## src/rtl/epd_timing_pkg.sv

```systemverilog
package epd_timing_pkg;

  // Divider settings for the two source bus widths.
  localparam int NARROW_DIV = 3;
  localparam int WIDE_DIV   = 7;

  // Half-open interval test on unsigned positions.
  function automatic logic in_span(input logic [15:0] pos,
                                   input logic [15:0] lo,
                                   input logic [15:0] hi);
    return (pos >= lo) && (pos < hi);
  endfunction

endpackage

```

## src/rtl/epd_sclk_div.sv

```systemverilog
module epd_sclk_div #(
  parameter int DW = 3
) (
  input  logic clk,
  input  logic rst_n,
  input  logic pix_ce,
  input  logic wide_bus,
  output logic tick,
  output logic src_clk
);
  import epd_timing_pkg::*;

  localparam logic [DW-1:0] DIV_N = DW'(NARROW_DIV);
  localparam logic [DW-1:0] DIV_W = DW'(WIDE_DIV);

  logic [DW-1:0] phase_q;
  logic [DW-1:0] limit;
  logic [DW-1:0] half;

  assign limit = wide_bus ? DIV_W : DIV_N;
  assign half  = wide_bus ? DW'((WIDE_DIV + 1) / 2) : DW'((NARROW_DIV + 1) / 2);

  assign tick    = pix_ce && (phase_q >= limit);
  assign src_clk = phase_q < half;

  always_ff @(posedge clk or negedge rst_n) begin
    if (!rst_n)      phase_q <= '0;
    else if (tick)   phase_q <= '0;
    else if (pix_ce) phase_q <= phase_q + 1'b1;
  end


  div_hold_chk: assert property (@(posedge clk) disable iff (!rst_n)
    !pix_ce |=> $stable(phase_q));

endmodule

```

## src/rtl/epd_axis_counter.sv

```systemverilog
module epd_axis_counter #(
  parameter int W = 12
) (
  input  logic         clk,
  input  logic         rst_n,
  input  logic         step,
  input  logic [W-1:0] total,
  output logic [W-1:0] cnt,
  output logic         wrap
);
  logic [W-1:0] last_pos;

  assign last_pos = total - 1'b1;
  assign wrap     = step && (cnt >= last_pos);

  always_ff @(posedge clk or negedge rst_n) begin
    if (!rst_n)    cnt <= '0;
    else if (wrap) cnt <= '0;
    else if (step) cnt <= cnt + 1'b1;
  end


  cnt_wrap_zero_chk: assert property (@(posedge clk) disable iff (!rst_n)
    wrap |=> (cnt == '0));

endmodule

```

## src/rtl/epd_window_decode.sv

```systemverilog
module epd_window_decode #(
  parameter int HW  = 12,
  parameter int VW  = 11,
  parameter int SW  = 8,
  parameter int CEW = 10
) (
  input  logic           clk,
  input  logic           rst_n,
  input  logic [HW-1:0]  h_cnt,
  input  logic [VW-1:0]  v_cnt,
  input  logic [SW-1:0]  hs_len,
  input  logic [HW-1:0]  hb_len,
  input  logic [HW-1:0]  hd_len,
  input  logic [SW-1:0]  vs_len,
  input  logic [VW-1:0]  vb_len,
  input  logic [VW-1:0]  vd_len,
  input  logic [SW-1:0]  gd_ofs,
  input  logic [HW-1:0]  gd_on,
  input  logic [CEW-1:0] ce_w,
  input  logic           src_rev,
  input  logic           gate_rev,
  output logic           line_sync,
  output logic           frame_sync,
  output logic           h_act,
  output logic           v_act,
  output logic           data_en,
  output logic           sdce,
  output logic           gate_clk,
  output logic [HW-1:0]  col_idx,
  output logic [VW-1:0]  row_idx
);
  import epd_timing_pkg::*;

  logic [HW-1:0] hact_last_blank;
  logic [HW-1:0] hact_end;
  logic [HW-1:0] h_off;
  logic [HW-1:0] g_rise;
  logic [HW-1:0] g_fall;
  logic [VW-1:0] vact_st;
  logic [VW-1:0] vact_end;
  logic [VW-1:0] v_off;

  // Horizontal window: the start point is the last blank position.
  assign hact_last_blank = HW'(hs_len) + hb_len - 1'b1;
  assign hact_end        = HW'(hs_len) + hb_len + hd_len;
  assign h_off           = h_cnt - hact_last_blank - 1'b1;
  assign h_act           = (h_cnt > hact_last_blank) && (h_cnt < hact_end);

  assign vact_st  = VW'(vs_len) + vb_len;
  assign vact_end = vact_st + vd_len;
  assign v_off    = v_cnt - vact_st;
  assign v_act    = in_span(16'(v_cnt), 16'(vact_st), 16'(vact_end));

  assign line_sync  = h_cnt < HW'(hs_len);
  assign frame_sync = v_cnt < VW'(vs_len);
  assign data_en    = h_act && v_act;

  assign sdce = v_act && (h_cnt > hact_last_blank) && (h_off < HW'(ce_w));

  // Gate pulse edges counted from the start of line sync.
  assign g_rise   = HW'(hs_len) + HW'(gd_ofs);
  assign g_fall   = g_rise + gd_on;
  assign gate_clk = in_span(16'(h_cnt), 16'(g_rise), 16'(g_fall));

  always_comb begin
    col_idx = '0;
    if (h_act) col_idx = src_rev ? (hd_len - 1'b1 - h_off) : h_off;
    row_idx = '0;
    if (v_act) row_idx = gate_rev ? (vd_len - 1'b1 - v_off) : v_off;
  end


  sdce_in_frame_chk: assert property (@(posedge clk) disable iff (!rst_n)
    sdce |-> v_act);

  col_range_chk: assert property (@(posedge clk) disable iff (!rst_n)
    h_act |-> (col_idx < hd_len));

  row_range_chk: assert property (@(posedge clk) disable iff (!rst_n)
    v_act |-> (row_idx < vd_len));

endmodule

```

## src/rtl/epd_line_gate_timing.sv

```systemverilog
module epd_line_gate_timing #(
  parameter int HW  = 12,
  parameter int VW  = 11,
  parameter int SW  = 8,
  parameter int CEW = 10,
  parameter int DW  = 3
) (
  input  logic           clk,
  input  logic           rst_n,
  input  logic           pix_ce,
  input  logic           wide_bus,
  input  logic [SW-1:0]  h_sync_len,
  input  logic [HW-1:0]  h_begin_len,
  input  logic [HW-1:0]  h_data_len,
  input  logic [HW-1:0]  h_end_len,
  input  logic [SW-1:0]  v_sync_len,
  input  logic [VW-1:0]  v_begin_len,
  input  logic [VW-1:0]  v_data_len,
  input  logic [VW-1:0]  v_end_len,
  input  logic [SW-1:0]  gate_start_ofs,
  input  logic [HW-1:0]  gate_on_len,
  input  logic [CEW-1:0] sdce_width,
  input  logic [VW-1:0]  line_flag_num,
  input  logic           gate_reverse,
  input  logic           source_reverse,
  output logic           src_clk,
  output logic [HW-1:0]  h_count,
  output logic [VW-1:0]  v_count,
  output logic           line_sync,
  output logic           frame_sync,
  output logic           h_active,
  output logic           v_active,
  output logic           data_en,
  output logic           sdce,
  output logic           gate_clk,
  output logic [HW-1:0]  col_index,
  output logic [VW-1:0]  row_index,
  output logic           frame_end,
  output logic           line_flag
);
  logic          tick;
  logic          h_wrap;
  logic          v_wrap;
  logic [HW-1:0] h_total;
  logic [VW-1:0] v_total;

  assign h_total = HW'(h_sync_len) + h_begin_len + h_data_len + h_end_len;
  assign v_total = VW'(v_sync_len) + v_begin_len + v_data_len + v_end_len;

  epd_sclk_div #(.DW(DW)) u_div (
    .clk(clk), .rst_n(rst_n), .pix_ce(pix_ce), .wide_bus(wide_bus),
    .tick(tick), .src_clk(src_clk)
  );

  epd_axis_counter #(.W(HW)) u_hcnt (
    .clk(clk), .rst_n(rst_n), .step(tick), .total(h_total),
    .cnt(h_count), .wrap(h_wrap)
  );

  epd_axis_counter #(.W(VW)) u_vcnt (
    .clk(clk), .rst_n(rst_n), .step(h_wrap), .total(v_total),
    .cnt(v_count), .wrap(v_wrap)
  );

  epd_window_decode #(.HW(HW), .VW(VW), .SW(SW), .CEW(CEW)) u_dec (
    .clk(clk), .rst_n(rst_n),
    .h_cnt(h_count), .v_cnt(v_count),
    .hs_len(h_sync_len), .hb_len(h_begin_len), .hd_len(h_data_len),
    .vs_len(v_sync_len), .vb_len(v_begin_len), .vd_len(v_data_len),
    .gd_ofs(gate_start_ofs), .gd_on(gate_on_len), .ce_w(sdce_width),
    .src_rev(source_reverse), .gate_rev(gate_reverse),
    .line_sync(line_sync), .frame_sync(frame_sync),
    .h_act(h_active), .v_act(v_active), .data_en(data_en),
    .sdce(sdce), .gate_clk(gate_clk),
    .col_idx(col_index), .row_idx(row_index)
  );

  always_ff @(posedge clk or negedge rst_n) begin
    if (!rst_n) begin
      frame_end <= 1'b0;
      line_flag <= 1'b0;
    end else begin
      frame_end <= v_wrap;
      line_flag <= h_wrap && (v_count == line_flag_num);
    end
  end


  v_step_chk: assert property (@(posedge clk) disable iff (!rst_n)
    !$stable(v_count) |-> (h_count == '0));

  frame_end_pos_chk: assert property (@(posedge clk) disable iff (!rst_n)
    frame_end |-> (h_count == '0) && (v_count == '0));

  frame_end_single_chk: assert property (@(posedge clk) disable iff (!rst_n)
    frame_end |=> !frame_end);

  line_flag_pos_chk: assert property (@(posedge clk) disable iff (!rst_n)
    line_flag |-> (h_count == '0));

  freeze_chk: assert property (@(posedge clk) disable iff (!rst_n)
    !pix_ce |=> $stable(h_count) && $stable(v_count));

endmodule

```

## config.mk

```make
export PLATFORM = sky130hd
export DESIGN_NAME = epd_line_gate_timing
export DESIGN_NICKNAME = d
export VERILOG_FILES = /design/src/rtl/epd_timing_pkg.sv /design/src/rtl/epd_sclk_div.sv /design/src/rtl/epd_axis_counter.sv /design/src/rtl/epd_window_decode.sv /design/src/rtl/epd_line_gate_timing.sv
export SDC_FILE = /design/constraint.sdc
export NUM_CORES = 1
export LEC_CHECK = 0
export BUFFER_PORTS_ARGS = -buffer_cell sky130_fd_sc_hd__buf_2
export CORE_UTILIZATION = 60
export DETAILED_ROUTE_END_ITERATION = 6
export PLACE_DENSITY = 0.86
export SLEW_MARGIN = 20
export SYNTH_ARGS = -nofsm -noshare
export SYNTH_HDL_FRONTEND = slang
export SYNTH_SLANG_ARGS = --single-unit
```

## constraint.sdc

```tcl
create_clock -name clk -period 12.6 [get_ports clk]
set_input_delay 0 -clock clk [delete_from_list [all_inputs] [get_ports clk]]
set_output_delay 0 -clock clk [all_outputs]
set_load 0.01 [all_outputs]
```

==> results of run 1 <==
-- power by group --
| part | total, W | leakage [nW] | switching [W] | internal (W) |
|---|---|---|---|---|
| Clock | 0.0000940 | 0.0511 | 0.0000308 | 0.0000633 |
| Combinational | 0.00192 | 5.56 | 0.00108 | 0.000842 |
| Sequential | 0.000169 | 0.349 | 0.0000615 | 0.000107 |
| Total | 0.00218 | 5.95 | 0.00117 | 0.00101 |
-- metrics by stage --
| step | worst slack [ns] | instances | hold WS, ns | cell area (µm²) |
|---|---|---|---|---|
| final | 6.19 | 1621 | 0.00682 | 10700 |
| after global routing | 5.75 | 1621 | 0.0205 | 10700 |
| after CTS | 6.31 | 1621 | 0.00755 | 10700 |
| after detailed placement | 6.10 | 1616 | 0.0448 | 10600 |
| after global placement | 6.36 | 1616 | 0.0411 | 10600 |
| after floorplan | 7.27 | 1227 | -0.296 | 9440 |
-- cells by family after synthesis --
| group | count (synthesis) |
|---|---|
| flip-flops | 28 |
| AO/OA/AOI/OAI | 338 |
| multiplexers | 8 |
| adder cells (fa/ha/maj) | 242 |
| XOR/XNOR | 135 |
| AND/OR/NAND/NOR | 290 |
| buffers and inverters | 186 |
-- final cells by class --
type / count / area share (%)
clock inverter: 1 / 0.280
timing repair buffer: 190 / 8.96
clock buffer: 3 / 0.700
inverter: 175 / 6.13
sequential: 28 / 6.53
tap: 211 / 2.46
multi-input combinational: 1013 / 74.9
-- final timing paths --
check | end | startpoint | cells after the start
worst min register to register | u_div.phase_q[2] | u_div.phase_q[2] | 1
max in group asynchronous | u_hcnt.cnt[11] | rst_n | 2
worst max-delay path | u_vcnt.cnt[9] | h_sync_len[0] | 26
worst min-delay path | u_div.phase_q[0] | pix_ce | 2
min in group asynchronous | u_vcnt.cnt[4] | rst_n | 2
worst max register to register | u_vcnt.cnt[9] | u_hcnt.cnt[0] | 10
-- Yosys cell counts (8+ instances only) --
master,count
sky130_fd_sc_hd__nor2_1,90
sky130_fd_sc_hd__clkbuf_1,9
sky130_fd_sc_hd__a21oi_1,97
sky130_fd_sc_hd__a211oi_1,17
sky130_fd_sc_hd__nand2_1,64
sky130_fd_sc_hd__xnor2_1,85
sky130_fd_sc_hd__o21bai_1,14
sky130_fd_sc_hd__nand4_1,13
sky130_fd_sc_hd__xor2_1,47
sky130_fd_sc_hd__o41ai_1,9
sky130_fd_sc_hd__ha_1,230
sky130_fd_sc_hd__nor3_1,21
sky130_fd_sc_hd__o21a_1,12
sky130_fd_sc_hd__nand2b_1,27
sky130_fd_sc_hd__nand3_1,22
sky130_fd_sc_hd__fa_1,12
sky130_fd_sc_hd__dfrtp_1,28
sky130_fd_sc_hd__inv_1,173
sky130_fd_sc_hd__and3_1,12
sky130_fd_sc_hd__nor2b_1,13
sky130_fd_sc_hd__o21ai_1,27
sky130_fd_sc_hd__a31oi_1,8
sky130_fd_sc_hd__a21o_1,58
sky130_fd_sc_hd__o21ai_0,39
-- what timing repair did --
action | 4_1_cts | 5_1_grt
hold buffers | 1 | 0
hold endpoints to repair | 28 | 0
setup endpoints to repair | 0 | 0
setup buffers | 0 | 0
-- registers in the layout, indices dropped and copies added, names as in the netlist --
register       count
u_hcnt.cnt        12
u_vcnt.cnt        11
u_div.phase_q      3
frame_end          1
line_flag          1
-- per-layer routing --
metal	up-vias	global-route usage (%)
li1	4701	-
met1	4289	38.4
met2	330	54.5
met3	68	2.64
met4	0	10.8
met5	-	0
-- critical path: stages --
cell                       delay (ns)
sky130_fd_sc_hd__buf_2           0.12
sky130_fd_sc_hd__ha_1            0.22
sky130_fd_sc_hd__fa_1            0.42
sky130_fd_sc_hd__xor2_1          0.40
sky130_fd_sc_hd__ha_1            0.36
sky130_fd_sc_hd__nor2b_1         0.15
sky130_fd_sc_hd__o21ai_0         0.20
sky130_fd_sc_hd__a21boi_0        0.13
sky130_fd_sc_hd__o21ai_1         0.18
sky130_fd_sc_hd__a21oi_1         0.12
sky130_fd_sc_hd__o21ai_1         0.17
sky130_fd_sc_hd__mux2_2          0.35
sky130_fd_sc_hd__nor3_1          0.27
sky130_fd_sc_hd__ha_1            0.28
sky130_fd_sc_hd__inv_1           0.06
sky130_fd_sc_hd__ha_1            0.27
sky130_fd_sc_hd__and2_1          0.16
sky130_fd_sc_hd__o21ai_0         0.13
sky130_fd_sc_hd__o311ai_0        0.14
sky130_fd_sc_hd__a211oi_1        0.29
sky130_fd_sc_hd__xor2_1          0.18
sky130_fd_sc_hd__ha_1            0.25
sky130_fd_sc_hd__a211oi_1        0.50
sky130_fd_sc_hd__a21boi_2        0.64
sky130_fd_sc_hd__nor3_2          0.24
sky130_fd_sc_hd__a32o_1          0.31
==> reports/qor.log, run 1 <==
[cells_and_area] relative area change from synthesis to final layout 13.6%
[routing] wirelength, routed 25.2 mm
[cells_and_area] fraction of layout instances using a drive strength above 1 15.2%
[critical_path] nature of the critical path startpoint input pin
[logic_synthesis] average cell area after synthesis 7.70 µm²
[routing] top layer reached by signal wires met4
[cells_and_area] Fillers 1262
[global_routing] GRT Overall Usage 30.6%
[routing] DR vias 9388
[global_routing] maximum number of pins on one net before global-route repair 29
[sta] minimum clock period after layout 6.41 ns
[logic_synthesis] share of Yosys cell area claimed by the top area cell type 30.5%
[sta] Fmax 156 MHz
[sta] Slew headroom 27.1%
[cells_and_area] antenna diode count 0
[power_and_ir_drop] worst IR drop on VDD 172 µV
[placement] Final GP Congestion 0.962
[logic_synthesis] most area-consuming cells after synthesis sky130_fd_sc_hd__ha_1 (30%), sky130_fd_sc_hd__xnor2_1 (7.9%), sky130_fd_sc_hd__dfrtp_1 (7.4%)
[global_routing] global route total overflow 0
[clocking] clock sinks 28
[routing] Vias/cell 5.79
[cells_and_area] combined flip-flop and latch cell area 701 µm²
[power_and_ir_drop] sum of internal, switching and leakage power 0.00218 W
[logic_synthesis] combinational family with the most area after synthesis adder cells
[logic_synthesis] number of enable flip-flop cells after synthesis 0
[critical_path] slack of the worst reg-to-reg path 9.13 ns
[clocking] Clock Path Buffers 2
[sta] TNS Setup 0 ns
[logic_synthesis] total number of yosys warnings 0
[die] height of the die 127 µm
[clocking] CTS buffer count 3
[cells_and_area] Core Util, Final 70.3%
[hold_path] Hold Crit Class in2reg
[critical_path] CP max FO 14
[cells_and_area] area of combinational cells with multiple inputs 8040 µm²
[die] die area 16200 µm²
[logic_synthesis] post-synth net total 1601
[sta] portion of the clock cycle consumed by the worst path in the final layout 50.8%
[sta] Final Setup Violations 0
[sta] max-slew violation count 0
[logic_synthesis] fraction of synthesized area in multiplexers 0.861%
[clocking] Clock Latency Late Sink 0.26 ns
[routing] met1 routed wirelength after detailed routing 11.0 mm
[critical_path] critical path arrival 6.56 ns
[logic_synthesis] instance count of the mapped netlist 1227
[logic_synthesis] sequential-to-total area share from yosys stat 7.42%
[routing] remaining design rule violation count 0
[routing] Routed wire per std cell 15.5 µm
[die] initial cell density of the core 61.9%
[logic_synthesis] combined area of all synthesized cells 9440 µm²
[clocking] PostCTS Resize Cnt 0
[logic_synthesis] area fraction in and, or, nand and nor cells after synthesis 14.9%
[die] Core Box Area 15300 µm²
[logic_synthesis] post-synthesis register bit count 28
[global_routing] number of global-route vias before repair 8801
[sta] Max Clock Skew 0.00573 ns
[routing] length of routed met2 wiring 12.0 mm
[clocking] CTS tree built
[cells_and_area] Nets 1785
[logic_synthesis] Most used DFF post-synth sky130_fd_sc_hd__dfrtp_1
[placement] IO buf count 187
[die] # IOs 188
[sta] unrepaired setup endpoints after global routing no
[logic_synthesis] Synth area leader sky130_fd_sc_hd__ha_1
[logic_synthesis] share of synthesized flip-flops with an asynchronous set or reset 100%
[logic_synthesis] count of different cell masters after synthesis 77
[routing] number of iterations in the first detailed-routing pass 5
[global_routing] first-pass GRT wire length 40.4 mm
[routing] total length of routed met3 wires 1.37 mm
[logic_synthesis] arithmetic-cell share of the synthesized area counting full adders, half adders and majority gates 33.0%
[clocking] CTS HTree Levels 1
[logic_synthesis] Compound-Gate Fraction of Synth Area 23.5%
[critical_path] category of the worst setup path capture point flop
[routing] detailed router's first-iteration violation count 431
[cells_and_area] commonest non-fill, non-tap cell in the layout sky130_fd_sc_hd__ha_1
[global_routing] number of antenna violations at the first check in global routing 0
[power_and_ir_drop] Pleak 5.95 nW
[die] row count 45
[clocking] Reg clk slew, reported paths 0.07 ns
[power_and_ir_drop] total power divided by cell area 203 nW/µm²
[sta] final-report hold violation count 0
[clocking] master cell of the clock root buffer sky130_fd_sc_hd__clkbuf_16
[status] status finished clean
[sta] transition time of the tightest slew-check pin 1.09 ns
[placement] half-perimeter wire length after detailed placement 21.1 mm
[routing] post-route antenna net violation count 0
[critical_path] classification of the worst setup path in2reg
[critical_path] required time at the endpoint of the critical path 12.75 ns
[logic_synthesis] xor and xnor area share after synthesis 12.8%
[run] max-cap violations 0
[die] die outline width 127 µm
[cells_and_area] leading cell types in the layout, fill and taps excluded sky130_fd_sc_hd__ha_1 (230), sky130_fd_sc_hd__buf_2 (187), sky130_fd_sc_hd__inv_1 (173), sky130_fd_sc_hd__a21oi_1 (97), sky130_fd_sc_hd__nor2_1 (90)
Note: power is estimated with default switching activity, not from simulation.
==> run 2, diff against run 1 <==
--- a/config.mk
+++ b/config.mk
@@ -6,9 +6,9 @@
 export NUM_CORES = 1
 export LEC_CHECK = 0
 export BUFFER_PORTS_ARGS = -buffer_cell sky130_fd_sc_hd__buf_2
-export CORE_UTILIZATION = 60
+export CORE_UTILIZATION = 53
 export DETAILED_ROUTE_END_ITERATION = 6
-export PLACE_DENSITY = 0.86
+export PLACE_DENSITY = 0.8
 export SLEW_MARGIN = 20
 export SYNTH_ARGS = -nofsm -noshare
 export SYNTH_HDL_FRONTEND = slang
==> constraint.sdc (replaced) <==
create_clock -name clk -period 5.5 [get_ports clk]
set_input_delay 0 -clock clk [delete_from_list [all_inputs] [get_ports clk]]
set_output_delay 0 -clock clk [all_outputs]
set_load 0.01 [all_outputs]
==> run 2 against run 1 <==
Effect of this change: total power increased to 2.5 times the previous value; largest power group unchanged; clock power rose by 130%; count of clock-buffer cells in the layout stayed put; largest cell class unchanged; non-clock buffer count increased by 47; highest routed layer is now met5; wire length increased by 4.5%; critical endpoint is now u_hcnt.cnt[3]; die area grew 13%; critical path type unchanged.
==> reports/qor.log, run 2 (synthesis results as in run 1) <==
[cells_and_area] area of combinational cells with multiple inputs 8180 µm² [+1.8%]
[global_routing] maximum number of pins on one net before global-route repair 29 [unchanged]
[hold_path] depth of the worst hold-timing path 2 [unchanged]
[cells_and_area] Fillers 1426 [+13%]
[sta] transition time of the tightest slew-check pin 0.781 ns [-0.310 ns]
[cells_and_area] leading cell types in the layout, fill and taps excluded sky130_fd_sc_hd__ha_1 (230), sky130_fd_sc_hd__buf_2 (187), sky130_fd_sc_hd__inv_1 (173), sky130_fd_sc_hd__a21oi_1 (93), sky130_fd_sc_hd__nor2_1 (88)
[cells_and_area] fraction of layout instances using a drive strength above 1 19.5% [+4.2 points]
[global_routing] number of global-route vias before repair 9332 [+6.0%]
[die] initial cell density of the core 54.4% [-7.5 points]
[critical_path] number of cell instances on the worst register-to-register path 11 [+1]
[cells_and_area] max FFs per register 12 [unchanged]
[routing] remaining design rule violation count 0 [unchanged]
[sta] Fmax 191 MHz
[die] row count 48 [+6.7%]
[routing] post-route antenna net violation count 0 [unchanged]
[die] die outline width 135 µm [+6.3%]
[critical_path] Most common cell on crit path sky130_fd_sc_hd__ha_1
[global_routing] global route total overflow 0 [unchanged]
[status] status finished clean
[clocking] Reg clk slew, reported paths 0.07 ns [about the same]
[routing] length of routed met2 wiring 12.6 mm [+5.1%]
[die] # IOs 188 [unchanged]
[routing] detailed router's first-iteration violation count 399 [-7.4%]
[sta] Slew headroom 47.9% [+21 points]
[power_and_ir_drop] total power divided by cell area 486 nW/µm² [+140%]
[routing] met1 routed wirelength after detailed routing 11.3 mm [+3.1%]
[die] height of the die 135 µm [+6.3%]
[critical_path] nature of the critical path startpoint input pin
[clocking] master cell of the clock root buffer sky130_fd_sc_hd__clkbuf_16
[clocking] Clock Latency Late Sink 0.27 ns [about the same]
[global_routing] number of antenna violations at the first check in global routing 1 [+1]
[clocking] clock sinks 28 [unchanged]
[die] die area 18400 µm² [+13%]
[hold_path] Hold Crit Class in2reg
[cells_and_area] Largest Register u_hcnt.cnt
[global_routing] first-pass GRT wire length 42.3 mm [+4.6%]
[sta] final setup slack of the worst path 0.274 ns [-5.92 ns]
[placement] IO buf count 187 [unchanged]
[die] Core Box Area 17400 µm² [+14%]
[clocking] CTS buffer count 3 [unchanged]
[placement] Final GP Congestion 0.976 [+1.4%]
[placement] worst slack after detailed placement -0.177 ns [-6.28 ns]
[run] max-cap violations 0 [unchanged]
[power_and_ir_drop] worst IR drop on VDD 316 µV [+83%]
[cells_and_area] combined flip-flop and latch cell area 701 µm² [unchanged]
[critical_path] CP max FO 3 [-11]
[sta] Max Clock Skew 0.00489 ns [-0.000841 ns]
[critical_path] slowest cell on the critical path sky130_fd_sc_hd__fa_2
[critical_path] category of the worst setup path capture point flop
[power_and_ir_drop] Pleak 6.23 nW [+4.6%]
[critical_path] Crit path largest cell delay 0.57 ns [-0.07 ns]
[critical_path] required time at the endpoint of the critical path 5.69 ns [-7.06 ns]
[routing] Vias/cell 5.70 [-1.6%]
[sta] final-report hold violation count 0 [unchanged]
[routing] top layer reached by signal wires met5
[sta] portion of the clock cycle consumed by the worst path in the final layout 95.0%
[cells_and_area] Largest regs u_hcnt.cnt (12), u_vcnt.cnt (11), u_div.phase_q (3)
[cells_and_area] relative area change from synthesis to final layout 19.2%
[clocking] CTS HTree Levels 1 [unchanged]
[global_routing] GRT Overall Usage 28.3% [-2.2 points]
[cells_and_area] commonest non-fill, non-tap cell in the layout sky130_fd_sc_hd__ha_1
[routing] DR vias 9593 [+2.2%]
[critical_path] critical path arrival 5.42 ns [-1.14 ns]
[sta] Worst Hold Slack 0.000382 ns [-0.00644 ns]
[clocking] CTS tree built
[routing] number of iterations in the first detailed-routing pass 5 [unchanged]
[cells_and_area] Nets 1832 [+2.6%]
[sta] minimum clock period after layout 5.23 ns
[sta] max-slew violation count 0 [unchanged]
[sta] Final Setup Violations 0 [unchanged]
[placement] half-perimeter wire length after detailed placement 21.7 mm [+3.1%]
[clocking] Clock Path Buffers 2 [unchanged]
[critical_path] classification of the worst setup path in2reg
[routing] total length of routed met3 wires 1.36 mm [-0.37%]
[routing] wirelength, routed 26.3 mm [+4.5%]
[routing] Routed wire per std cell 15.7 µm [+0.69%]
[run 2: changes by cell type in the layout (fill, tap and decap cells not counted), moves of 3 or more]
cell	previous run	this run
sky130_fd_sc_hd__a21oi_1	97	93
sky130_fd_sc_hd__buf_4	2	48
sky130_fd_sc_hd__a2111oi_0	4	1
sky130_fd_sc_hd__o21ai_0	39	35
sky130_fd_sc_hd__a21oi_2	0	4
[run 2: cell type report]
cell class,instances,area share (%)
Clock buffer,3,0.667
Inverter,175,5.84
Timing Repair Buffer,237,11.8
Clock inverter,1,0.267
Antenna cell,1,0.0222
Tap cell,225,2.50
Multi-Input combinational cell,1013,72.7
Sequential cell,28,6.23
[run 2: critical path: cells and delay by family]
family / cells / cell delay [ns]
AOI/OAI and AO/OA: 11 / 2.06
adders and majority gates: 6 / 2.01
and+or+nand+nor: 4 / 0.56
muxes: 1 / 0.30
buffers and inverters: 3 / 0.25
xor gates and xnor gates: 1 / 0.23
[run 2: timing repair]
action                                  4_1_cts  5_1_grt
pin swaps                                     0        8
endpoints found under the hold margin        28        0
gates cloned                                  0        0
endpoints found under the setup margin        2       25
hold buffers                                  1        0
resized for setup                             2       34
buffers inserted                              0        2
[run 2: routing by layer]
metal  global-route usage (%)  up-vias
met2                     50.3      298
met3                     2.88       77
met1                     34.6     4419
met5                        0        -
met4                     12.0        2
li1                         -     4797
[run 2: final timing paths]
kind,start,to,slack [ns]
max,h_sync_len[0],u_hcnt.cnt[3],0.27
min,pix_ce,u_div.phase_q[1],0.0004
max reg2reg,u_hcnt.cnt[0],u_hcnt.cnt[3],2.66
min reg2reg,u_div.phase_q[2],u_div.phase_q[2],0.49
max in group asynchronous,rst_n,u_hcnt.cnt[3],4.81
min in group asynchronous,rst_n,u_vcnt.cnt[0],0.28
[run 2: metrics by stage]
stage / total power, W / cells / util, % / area, µm² / setup TNS [ns]
finish: 0.00547 / 1683 / 64.8 / 11300 / 0
global route: 0.00608 / 1682 / 64.8 / 11300 / -0.364
CTS: 0.00526 / 1680 / 63.9 / 11100 / 0
detailed placement: 0.00499 / 1675 / 63.2 / 11000 / -1.51
global placement: 0.00482 / 1675 / 63.2 / 11000 / 0
floorplan: 0.00377 / 1227 / - / 9440 / 0
[run 2: where the power goes]
| group | total, W | switching (W) | internal (W) |
|---|---|---|---|
| Clock | 0.000217 | 0.0000720 | 0.000145 |
| Combinational | 0.00489 | 0.00266 | 0.00223 |
| Sequential | 0.000365 | 0.000119 | 0.000246 |
